### config.mk
export PLATFORM = sky130hd
export DESIGN_NAME = boff_recovery
export DESIGN_NICKNAME = d
export VERILOG_FILES = /design/src/rtl/boff_pkg.sv /design/src/rtl/boff_run_counter.sv /design/src/rtl/boff_seq_counter.sv /design/src/rtl/boff_mode_ctrl.sv /design/src/rtl/boff_recovery.sv
export SDC_FILE = /design/constraint.sdc
export NUM_CORES = 1
export LEC_CHECK = 0
export BUFFER_PORTS_ARGS = -buffer_cell sky130_fd_sc_hd__buf_4
export CELL_PAD_IN_SITES_DETAIL_PLACEMENT = 2
export CELL_PAD_IN_SITES_GLOBAL_PLACEMENT = 2
export CORE_ASPECT_RATIO = 1.1
export CORE_MARGIN = 1.5
export CORE_UTILIZATION = 37
export CTS_CLUSTER_SIZE = 25
export DETAILED_ROUTE_END_ITERATION = 12
export PLACE_DENSITY = 0.85
export SLEW_MARGIN = 20
export SYNTH_ARGS = -nofsm -noshare
export SYNTH_HDL_FRONTEND = slang
export SYNTH_SLANG_ARGS = --single-unit
### constraint.sdc
create_clock -name clk -period 4 [get_ports clk]
set_input_delay 0 -clock clk [delete_from_list [all_inputs] [get_ports clk]]
set_output_delay 0 -clock clk [all_outputs]
set_load 0.005 [all_outputs]
### src/rtl/boff_pkg.sv
package boff_pkg;
  typedef enum logic [1:0] {
    ST_ACTIVE = 2'd0,
    ST_OFF    = 2'd1,
    ST_RESYNC = 2'd2
  } boff_state_t;
endpackage

### src/rtl/boff_run_counter.sv
module boff_run_counter #(
  parameter int RUN_LEN = 11,
  localparam int RUN_W  = $clog2(RUN_LEN)
) (
  input  logic clk,
  input  logic rst_n,
  input  logic en,
  input  logic clr,
  input  logic bit_vld,
  input  logic bit_val,
  output logic run_done
);
  logic [RUN_W-1:0] run_q, run_d;
  logic             run_last;

  assign run_last = (run_q == RUN_W'(RUN_LEN - 1));
  assign run_done = en && !clr && bit_vld && bit_val && run_last;

  always_comb begin
    run_d = run_q;
    if (clr || !en) begin
      run_d = '0;
    end else if (bit_vld) begin
      if (!bit_val)      run_d = '0;
      else if (run_last) run_d = '0;
      else               run_d = run_q + RUN_W'(1);
    end
  end

  always_ff @(posedge clk or negedge rst_n) begin
    if (!rst_n) run_q <= '0;
    else        run_q <= run_d;
  end
endmodule

### src/rtl/boff_seq_counter.sv
module boff_seq_counter #(
  parameter int SEQ_TARGET = 128,
  localparam int SEQ_W     = $clog2(SEQ_TARGET + 1)
) (
  input  logic             clk,
  input  logic             rst_n,
  input  logic             clr,
  input  logic             inc,
  output logic [SEQ_W-1:0] count,
  output logic             at_target,
  output logic             reach
);
  logic [SEQ_W-1:0] cnt_q, cnt_d;

  assign at_target = (cnt_q == SEQ_W'(SEQ_TARGET));
  assign reach     = inc && !clr && (cnt_q == SEQ_W'(SEQ_TARGET - 1));
  assign count     = cnt_q;

  always_comb begin
    cnt_d = cnt_q;
    if (clr)                   cnt_d = '0;
    else if (inc && !at_target) cnt_d = cnt_q + SEQ_W'(1);
  end

  always_ff @(posedge clk or negedge rst_n) begin
    if (!rst_n) cnt_q <= '0;
    else        cnt_q <= cnt_d;
  end
endmodule

### src/rtl/boff_mode_ctrl.sv
module boff_mode_ctrl
  import boff_pkg::*;
(
  input  logic clk,
  input  logic rst_n,
  input  logic boff_enter,
  input  logic hold_req,
  input  logic run_done,
  input  logic reach,
  input  logic at_target,
  output logic entry,
  output logic run_clr,
  output logic counting,
  output logic bus_off,
  output logic rejoin
);
  boff_state_t st_q, st_d;
  logic        hold_q, hold_d;
  logic        rejoin_d;
  logic        late_rel;

  assign entry    = (st_q == ST_ACTIVE) && boff_enter;
  assign late_rel = (st_q == ST_OFF) && hold_q && !hold_req && at_target;
  assign run_clr  = entry || late_rel;
  assign counting = (st_q != ST_ACTIVE);

  always_comb begin
    st_d     = st_q;
    hold_d   = hold_q && hold_req;
    rejoin_d = 1'b0;
    unique case (st_q)
      ST_ACTIVE: begin
        if (boff_enter) begin
          st_d   = ST_OFF;
          hold_d = hold_req;
        end
      end
      ST_OFF: begin
        if (late_rel) begin
          st_d = ST_RESYNC;
        end else if (reach && !(hold_q && hold_req)) begin
          st_d     = ST_ACTIVE;
          rejoin_d = 1'b1;
        end
      end
      ST_RESYNC: begin
        if (run_done) begin
          st_d     = ST_ACTIVE;
          rejoin_d = 1'b1;
        end
      end
      default: st_d = ST_ACTIVE;
    endcase
  end

  always_ff @(posedge clk or negedge rst_n) begin
    if (!rst_n) begin
      st_q   <= ST_ACTIVE;
      hold_q <= 1'b0;
      rejoin <= 1'b0;
    end else begin
      st_q   <= st_d;
      hold_q <= hold_d;
      rejoin <= rejoin_d;
    end
  end

  assign bus_off = (st_q != ST_ACTIVE);
endmodule

### src/rtl/boff_recovery.sv
module boff_recovery #(
  parameter int RUN_LEN    = 11,
  parameter int SEQ_TARGET = 128,
  localparam int SEQ_W     = $clog2(SEQ_TARGET + 1)
) (
  input  logic             clk,
  input  logic             rst_n,
  input  logic             bit_vld,
  input  logic             bit_val,
  input  logic             boff_enter,
  input  logic             hold_req,
  output logic             bus_off,
  output logic             rejoin,
  output logic [SEQ_W-1:0] seq_count
);
  logic entry, run_clr, counting, run_done, reach, at_target;

  boff_run_counter #(.RUN_LEN(RUN_LEN)) u_run (
    .clk      (clk),
    .rst_n    (rst_n),
    .en       (counting),
    .clr      (run_clr),
    .bit_vld  (bit_vld),
    .bit_val  (bit_val),
    .run_done (run_done)
  );

  boff_seq_counter #(.SEQ_TARGET(SEQ_TARGET)) u_seq (
    .clk       (clk),
    .rst_n     (rst_n),
    .clr       (entry),
    .inc       (run_done),
    .count     (seq_count),
    .at_target (at_target),
    .reach     (reach)
  );

  boff_mode_ctrl u_ctrl (
    .clk        (clk),
    .rst_n      (rst_n),
    .boff_enter (boff_enter),
    .hold_req   (hold_req),
    .run_done   (run_done),
    .reach      (reach),
    .at_target  (at_target),
    .entry      (entry),
    .run_clr    (run_clr),
    .counting   (counting),
    .bus_off    (bus_off),
    .rejoin     (rejoin)
  );
endmodule

Word-level counts from Yosys, hierarchy flattened --
Cells that the tools add are included.
Storage, ports and cells: word-level logic and storage cells 58, output and inout port bits 10, bits of input ports 6, RAM bits 0, memories 0, register bits after elaboration 16, bits in latches 0, bits in read-only memories 0
Cells by class: equality and inequality tests 8, shift-type cells 0, bitwise logic cells 0, multipliers 0, multiplexer cells 17, order comparisons 0, div/mod/pow operators 0, add/sub/neg operators 2, reductions and logical operators 26
Operators by type and width (count):
- $mux W4 | 4
- $mux W8 | 2
- $logic_and A1 B1 Y1 | 13
- $add A8 B1 Y8 const B | 1
- $eq A8 B7 Y1 const B | 1
- $eq A8 B8 Y1 const B | 1
- $mux W2 | 4
- $logic_not A1 Y1 | 6
- $pmux W2 S3 | 1
- $reduce_bool A2 Y1 | 3
- $mux W1 | 5
- $add A4 B1 Y4 const B | 1
- $eq A4 B4 Y1 const B | 1
- $ne A2 B2 Y1 const B | 2
- $ne A3 B2 Y1 const B | 1
- $reduce_and A3 Y1 | 1
- $eq A2 B1 Y1 const B | 1
- $eq A2 B2 Y1 const B | 1
- $logic_not A2 Y1 | 1
- $logic_or A1 B1 Y1 | 2
- $pmux W1 S2 | 1

Depth between registers and ports, before layout --
depth after elaboration 16, gate-level depth with buffers 8, mapped depth without buffers 6

Modules after synthesis --
A second synthesis with hierarchy kept.
Second synthesis, totals: cell total of the unflattened synthesis 103, area, all modules 1011.0 µm²
Modules (own cells, without submodules):
- boff_seq_counter | instances 1, area each 456.7 µm², cells an instance 49, sequential area each 200.2 µm²
- boff_mode_ctrl | instances 1, area each 295.3 µm², cells an instance 27, sequential area each 100.1 µm²
- boff_run_counter | instances 1, area each 259.0 µm², cells an instance 27, sequential area each 100.1 µm²

Least setup slack after synthesis --
OpenSTA, ideal clock, no wires.
kind reg2reg, start register u_ctrl.st_q[1], end register u_ctrl.st_q[0], path buffers 2, setup time 0.137 ns, cell stages (with the launch flop) 9, slack 2.164 ns, period minus slack after synthesis 1.836 ns, arrival 1.700 ns, data required time 3.863 ns, cell sequence dfrtp_1 -> inv_1 -> ha_1 -> and3b_1 -> buf_6 -> and2_4 -> buf_6 -> a221oi_1 -> o32ai_1
Between the ends: cells in the longest elaborated chain, start to end 15, elaborated cells between the ends (all ways) 24, classes of those cells 5 x eq/ne; 2 x mux; 17 x reduce/logical
Ends and longest elaborated chain:
- start: declaration | RTL line boff_mode_ctrl.sv:17 | boff_state_t st_q, st_d;
- start signal: assignment | RTL line boff_mode_ctrl.sv:62 | st_q <= st_d;
- $eq A2 B1 Y1 | RTL line boff_mode_ctrl.sv:23, boff_mode_ctrl.sv:31
- $logic_and A1 B1 Y1 (3 in series) | RTL line boff_mode_ctrl.sv:23 | assign late_rel = (st_q == ST_OFF) && hold_q && !hold_req && at_target;
- $logic_or A1 B1 Y1 | RTL line boff_mode_ctrl.sv:24 | assign run_clr = entry || late_rel;
- $logic_not A1 Y1 | RTL line boff_run_counter.sv:17 | assign run_done = en && !clr && bit_vld && bit_val && run_last;
- $logic_and A1 B1 Y1 (4 in series) | RTL line boff_run_counter.sv:17
- $logic_and A1 B1 Y1 (2 in series) | RTL line boff_seq_counter.sv:16 | assign reach = inc && !clr && (cnt_q == SEQ_W'(SEQ_TARGET - 1));
- $logic_and A1 B1 Y1 | RTL line boff_mode_ctrl.sv:41 | end else if (reach && !(hold_q && hold_req)) begin
- $ne A3 B2 Y1 (no line)
- $reduce_and A3 Y1 (no line)
Parallel ways exist; a longest one is shown, timed or not. A chain may end at the register's enable or synchronous reset.

Worst setup path after layout --
start register u_ctrl.st_q[0], end register u_seq.cnt_q[7] (netlist: u_seq.count[7])
Between the ends: cells in the longest elaborated chain, start to end 12, elaborated cells between the ends (all ways) 16, classes of those cells 1 x eq/ne; 1 x mux; 14 x reduce/logical
Ends and longest elaborated chain:
- $eq A2 B1 Y1 | RTL line boff_mode_ctrl.sv:23
- $logic_and A1 B1 Y1 (3 in series) | RTL line boff_mode_ctrl.sv:23
- $logic_or A1 B1 Y1 | RTL line boff_mode_ctrl.sv:24
- $logic_not A1 Y1 | RTL line boff_run_counter.sv:17
- $logic_and A1 B1 Y1 (4 in series) | RTL line boff_run_counter.sv:17
- $logic_and A1 B1 Y1 | RTL line boff_seq_counter.sv:22 | else if (inc && !at_target) cnt_d = cnt_q + SEQ_W'(1);
- $reduce_bool A2 Y1 (no line)
- end signal: assignment | RTL line boff_seq_counter.sv:27 | else cnt_q <= cnt_d;
- end: declaration | RTL line boff_seq_counter.sv:13 | logic [SEQ_W-1:0] cnt_q, cnt_d;
Parallel ways exist; a longest one is shown, timed or not.

==> impl_metrics.xml <==
<?xml version="1.0" encoding="UTF-8"?>
<metrics>
  <group name="outcome">
    <metric name="outcome" unit="">complete, no violations</metric>
  </group>
  <group name="final_layout">
    <metric name="nets" unit="">150</metric>
    <metric name="multiInputGateArea" unit="um^2">624</metric>
    <metric name="layout.cells.most_common" unit="">sky130_fd_sc_hd__dfrtp_1</metric>
    <metric name="design_area" unit="mm^2">0.00127</metric>
    <metric name="filler_cell_count" unit="">323</metric>
    <metric name="drive_gt1_frac" unit="">0.207</metric>
    <metric name="areaGrowthSynthToFinish" unit="%">15.8</metric>
    <metric name="seqCellArea" unit="um^2">400</metric>
    <metric name="antenna_cells" unit="">0</metric>
    <metric name="mostFrequentLayoutCells" unit="">sky130_fd_sc_hd__dfrtp_1, sky130_fd_sc_hd__buf_4, sky130_fd_sc_hd__nand2_1</metric>
  </group>
  <group name="placement">
    <metric name="dpl_cell_area" unit="mm^2">0.00122</metric>
    <metric name="routabilityCongestion" unit="">0.904</metric>
    <metric name="dp_hpwl" unit="mm">2.35</metric>
    <metric name="portBuffers" unit="">15</metric>
  </group>
  <group name="sta">
    <metric name="tightest_slew" unit="ns">0.456</metric>
    <metric name="fin_worst_skew" unit="ns">0.00135</metric>
    <metric name="max_clock_freq" unit="MHz">493</metric>
    <metric name="period_share" unit="">0.507</metric>
    <metric name="report.final.setup_viol" unit="">0</metric>
    <metric name="grt_setup_unrepaired" unit="">false</metric>
    <metric name="timing.final.max_slew_violations" unit="">0</metric>
    <metric name="timing.slew.headroom" unit="">0.692</metric>
    <metric name="finalCriticalPeriod" unit="ns">2.03</metric>
    <metric name="timing.final.hold_violations" unit="">0</metric>
    <metric name="setup_total_negative_slack" unit="ns">0</metric>
  </group>
  <group name="power">
    <metric name="power_switching_share" unit="">0.357</metric>
    <metric name="p_seq_frac" unit="">0.424</metric>
    <metric name="powerDensity" unit="mW/mm^2">354</metric>
    <metric name="vdd_ir_drop_max" unit="V">0.000207</metric>
    <metric name="power_report.internal_total" unit="mW">0.289</metric>
    <metric name="combPwrFrac" unit="">0.329</metric>
    <metric name="p_leak" unit="nW">0.598</metric>
    <metric name="power_frac_clock" unit="">0.247</metric>
    <metric name="total_net_switching_power" unit="mW">0.161</metric>
  </group>
  <group name="cts">
    <metric name="tritoncts" unit="">yes</metric>
    <metric name="cts-root-buf" unit="">sky130_fd_sc_hd__clkbuf_4</metric>
    <metric name="cts_max_level" unit="">1</metric>
    <metric name="clock_sink_count" unit="">16</metric>
    <metric name="cts_setup_buffers" unit="">0</metric>
    <metric name="clkLatencyLatePin" unit="ns">0.29</metric>
    <metric name="clk_path_buf_depth" unit="">2</metric>
    <metric name="post_cts_hold_buffer_count" unit="">2</metric>
    <metric name="clk_pin_slew_worst_paths" unit="ns">0.10</metric>
    <metric name="cts_resized" unit="">0</metric>
    <metric name="cts-buffers-inserted" unit="">3</metric>
  </group>
  <group name="worst_setup_path">
    <metric name="timing.rr.end" unit="">u_seq.count[7]</metric>
    <metric name="critPathBufInv" unit="">1</metric>
    <metric name="crit_chain" unit="">inv_1 -&gt; ha_1 -&gt; and3b_1 -&gt; nand4_1 -&gt; or4_1 -&gt; nand2_1</metric>
    <metric name="cp_num_cells" unit="">6</metric>
    <metric name="worstSetupEndpoint" unit="">u_seq.count[7]</metric>
    <metric name="timing.reg2reg.setup_slack" unit="ns">1.97</metric>
    <metric name="cp_max_fo" unit="">8</metric>
    <metric name="kind_of_end_point_of_the_critical_path" unit="">flip-flop</metric>
    <metric name="crit_type" unit="">reg -&gt; reg</metric>
    <metric name="crit_start" unit="">u_ctrl.st_q[0]</metric>
    <metric name="slowest_stage" unit="">sky130_fd_sc_hd__or4_1</metric>
    <metric name="critical_r2r_launch" unit="">u_ctrl.st_q[0]</metric>
    <metric name="signal_arrival_time_at_the_worst_endpoint" unit="ns">2.26</metric>
    <metric name="critPathLaunchType" unit="">flip-flop</metric>
    <metric name="critical_path.max_stage_delay" unit="ns">0.45</metric>
    <metric name="crit_family" unit="">simple AND/OR/NAND/NOR gates</metric>
    <metric name="timing.critical_path.required" unit="ns">4.23</metric>
    <metric name="worst_r2r_path_depth" unit="">6</metric>
  </group>
  <group name="floorplan">
    <metric name="ioPinCount" unit="">16</metric>
    <metric name="die_area" unit="mm^2">0.00331</metric>
    <metric name="placementRows" unit="">20</metric>
    <metric name="core" unit="mm^2">0.00280</metric>
    <metric name="effective_utilization_at_floorplan" unit="">0.392</metric>
    <metric name="die_width" unit="um">55.0</metric>
    <metric name="dieHeight" unit="um">60.2</metric>
  </group>
  <group name="global_routing">
    <metric name="grt_util_all_layers" unit="">0.225</metric>
    <metric name="antenna_violations_before_repair" unit="">0</metric>
    <metric name="first_global_vias" unit="">1066</metric>
    <metric name="grt_pass1_wl" unit="mm">5.27</metric>
    <metric name="grt.overflow.total" unit="">0</metric>
    <metric name="pin_count_of_the_biggest_net_entering_global_routing" unit="">17</metric>
  </group>
  <group name="synthesis">
    <metric name="synth_edf_count" unit="">0</metric>
    <metric name="synth_flop_cell" unit="">sky130_fd_sc_hd__dfrtp_1</metric>
    <metric name="ys_ff_latch" unit="">16</metric>
    <metric name="post_synth_inst_count" unit="">119</metric>
    <metric name="synth_area_per_cell" unit="um^2">9.23</metric>
    <metric name="syn-num-nets" unit="">133</metric>
    <metric name="synth_cell_type_count" unit="">42</metric>
    <metric name="synth_warnings" unit="">0</metric>
    <metric name="async_flop_share" unit="">1.00</metric>
    <metric name="synth_sequential_area_ratio" unit="">0.364</metric>
    <metric name="synth_area" unit="mm^2">0.00110</metric>
  </group>
  <group name="drt">
    <metric name="drt_drc_violations_left" unit="">0</metric>
    <metric name="drt_pre_antenna_iters" unit="">4</metric>
    <metric name="first_iter_violations" unit="">16</metric>
    <metric name="wire_per_inst" unit="um">19.0</metric>
    <metric name="route.antenna.remaining_nets" unit="">0</metric>
    <metric name="route.detailed.vias_per_inst" unit="">5.65</metric>
    <metric name="via_count" unit="">950</metric>
    <metric name="totalWireLength" unit="mm">3.18</metric>
  </group>
  <group name="flow_run">
    <metric name="cap_violations" unit="">0</metric>
  </group>
  <group name="worst_hold_path">
    <metric name="hp-class" unit="">in -&gt; reg</metric>
  </group>
</metrics>
==> area by class of cell <==
cell class | count | share of cell area
inverter | 10 | 0.0295
tap | 33 | 0.0324
sequential | 16 | 0.315
timing repair buffer | 17 | 0.104
clock buffer | 4 | 0.0285
multi-input combinational | 88 | 0.491
==> kinds of logic after synthesis <==
family / Yosys count / share of synthesized area
and+or+nand+nor: 49 / 0.277
AOI/OAI and AO/OA: 24 / 0.141
DFF: 16 / 0.364
buffers and inverters: 15 / 0.0672
adders and majority gates: 8 / 0.0911
xor gates and xnor gates: 4 / 0.0319
muxes: 3 / 0.0273
==> registers in the layout, indices dropped and copies added (netlist names) <==
register and flops:
u_ctrl.rejoin 1, u_run.run_q 4, u_ctrl.hold_q 1, u_ctrl.st_q 2, u_seq.count 8
==> tightest hold or removal path, stage by stage <==
cell                       delay [ns]
sky130_fd_sc_hd__buf_4           0.12
sky130_fd_sc_hd__nand2b_1        0.11
sky130_fd_sc_hd__a211oi_1        0.07
==> routing by layer <==
metal,routed length (um),GRT usage,part of all wire
met5,0,0,0
met4,45,0.0871,0.014
met3,96,0.0325,0.030
met2,1540,0.366,0.48
met1,1500,0.296,0.47
==> worst min path at each step <==
stage,end,start,cells after the start
5_1_grt,u_run.run_q[3],bit_vld,3
2_1_floorplan,u_ctrl.hold_q,rst_n,0
4_1_cts,u_run.run_q[3],bit_vld,3
6_report,u_run.run_q[3],bit_vld,3
3_5_place_dp,u_run.run_q[2],rst_n,1
3_3_place_gp,u_run.run_q[3],rst_n,1
==> power by group through the flow <==
| stage | sequential [mW] | combinational, mW | clock [mW] |
|---|---|---|---|
| detailed placement | 0.193 | 0.145 | 0 |
| finish | 0.191 | 0.148 | 0.111 |
| floorplan | 0.188 | 0.101 | 0 |
| global route | 0.193 | 0.170 | 0.124 |
| CTS | 0.190 | 0.150 | 0.116 |
| global placement | 0.190 | 0.138 | 0 |
==> per-stage QoR <==
step / utilization / std cells / hold WS, ns / total power [mW] / worst slack [ns]
floorplan: - / 119 / -0.296 / 0.289 / 2.16
global placement: 0.434 / 162 / -0.122 / 0.328 / 2.10
detailed placement: 0.434 / 162 / -0.117 / 0.339 / 2.03
CTS: 0.454 / 168 / 0.0406 / 0.456 / 1.99
global route: 0.454 / 168 / 0.0461 / 0.487 / 1.82
finish: 0.454 / 168 / 0.0433 / 0.450 / 1.97
==> cells in the mapped netlist, types with 2 or more instances <==
cell type	number	area, um^2
sky130_fd_sc_hd__nand2_1	12	45.0
sky130_fd_sc_hd__nor3_1	2	10.0
sky130_fd_sc_hd__nor2_1	5	18.8
sky130_fd_sc_hd__buf_6	2	22.5
sky130_fd_sc_hd__nor2b_1	2	12.5
sky130_fd_sc_hd__dfrtp_1	16	400
sky130_fd_sc_hd__and3b_1	2	17.5
sky130_fd_sc_hd__a211oi_1	3	22.5
sky130_fd_sc_hd__mux2i_1	3	30.0
sky130_fd_sc_hd__xor2_1	3	26.3
sky130_fd_sc_hd__clkbuf_2	2	10.0
sky130_fd_sc_hd__o21ai_0	5	25.0
sky130_fd_sc_hd__a21oi_1	7	35.0
sky130_fd_sc_hd__inv_1	10	37.5
sky130_fd_sc_hd__o21a_1	2	15.0
sky130_fd_sc_hd__nand4_1	3	18.8
sky130_fd_sc_hd__and2_4	2	17.5
sky130_fd_sc_hd__or3_1	3	18.8
sky130_fd_sc_hd__nand2b_1	2	12.5
sky130_fd_sc_hd__ha_1	8	100
sky130_fd_sc_hd__and3_1	3	18.8
sky130_fd_sc_hd__nand3_1	2	10.0
Power figures use the tool's default switching activity.
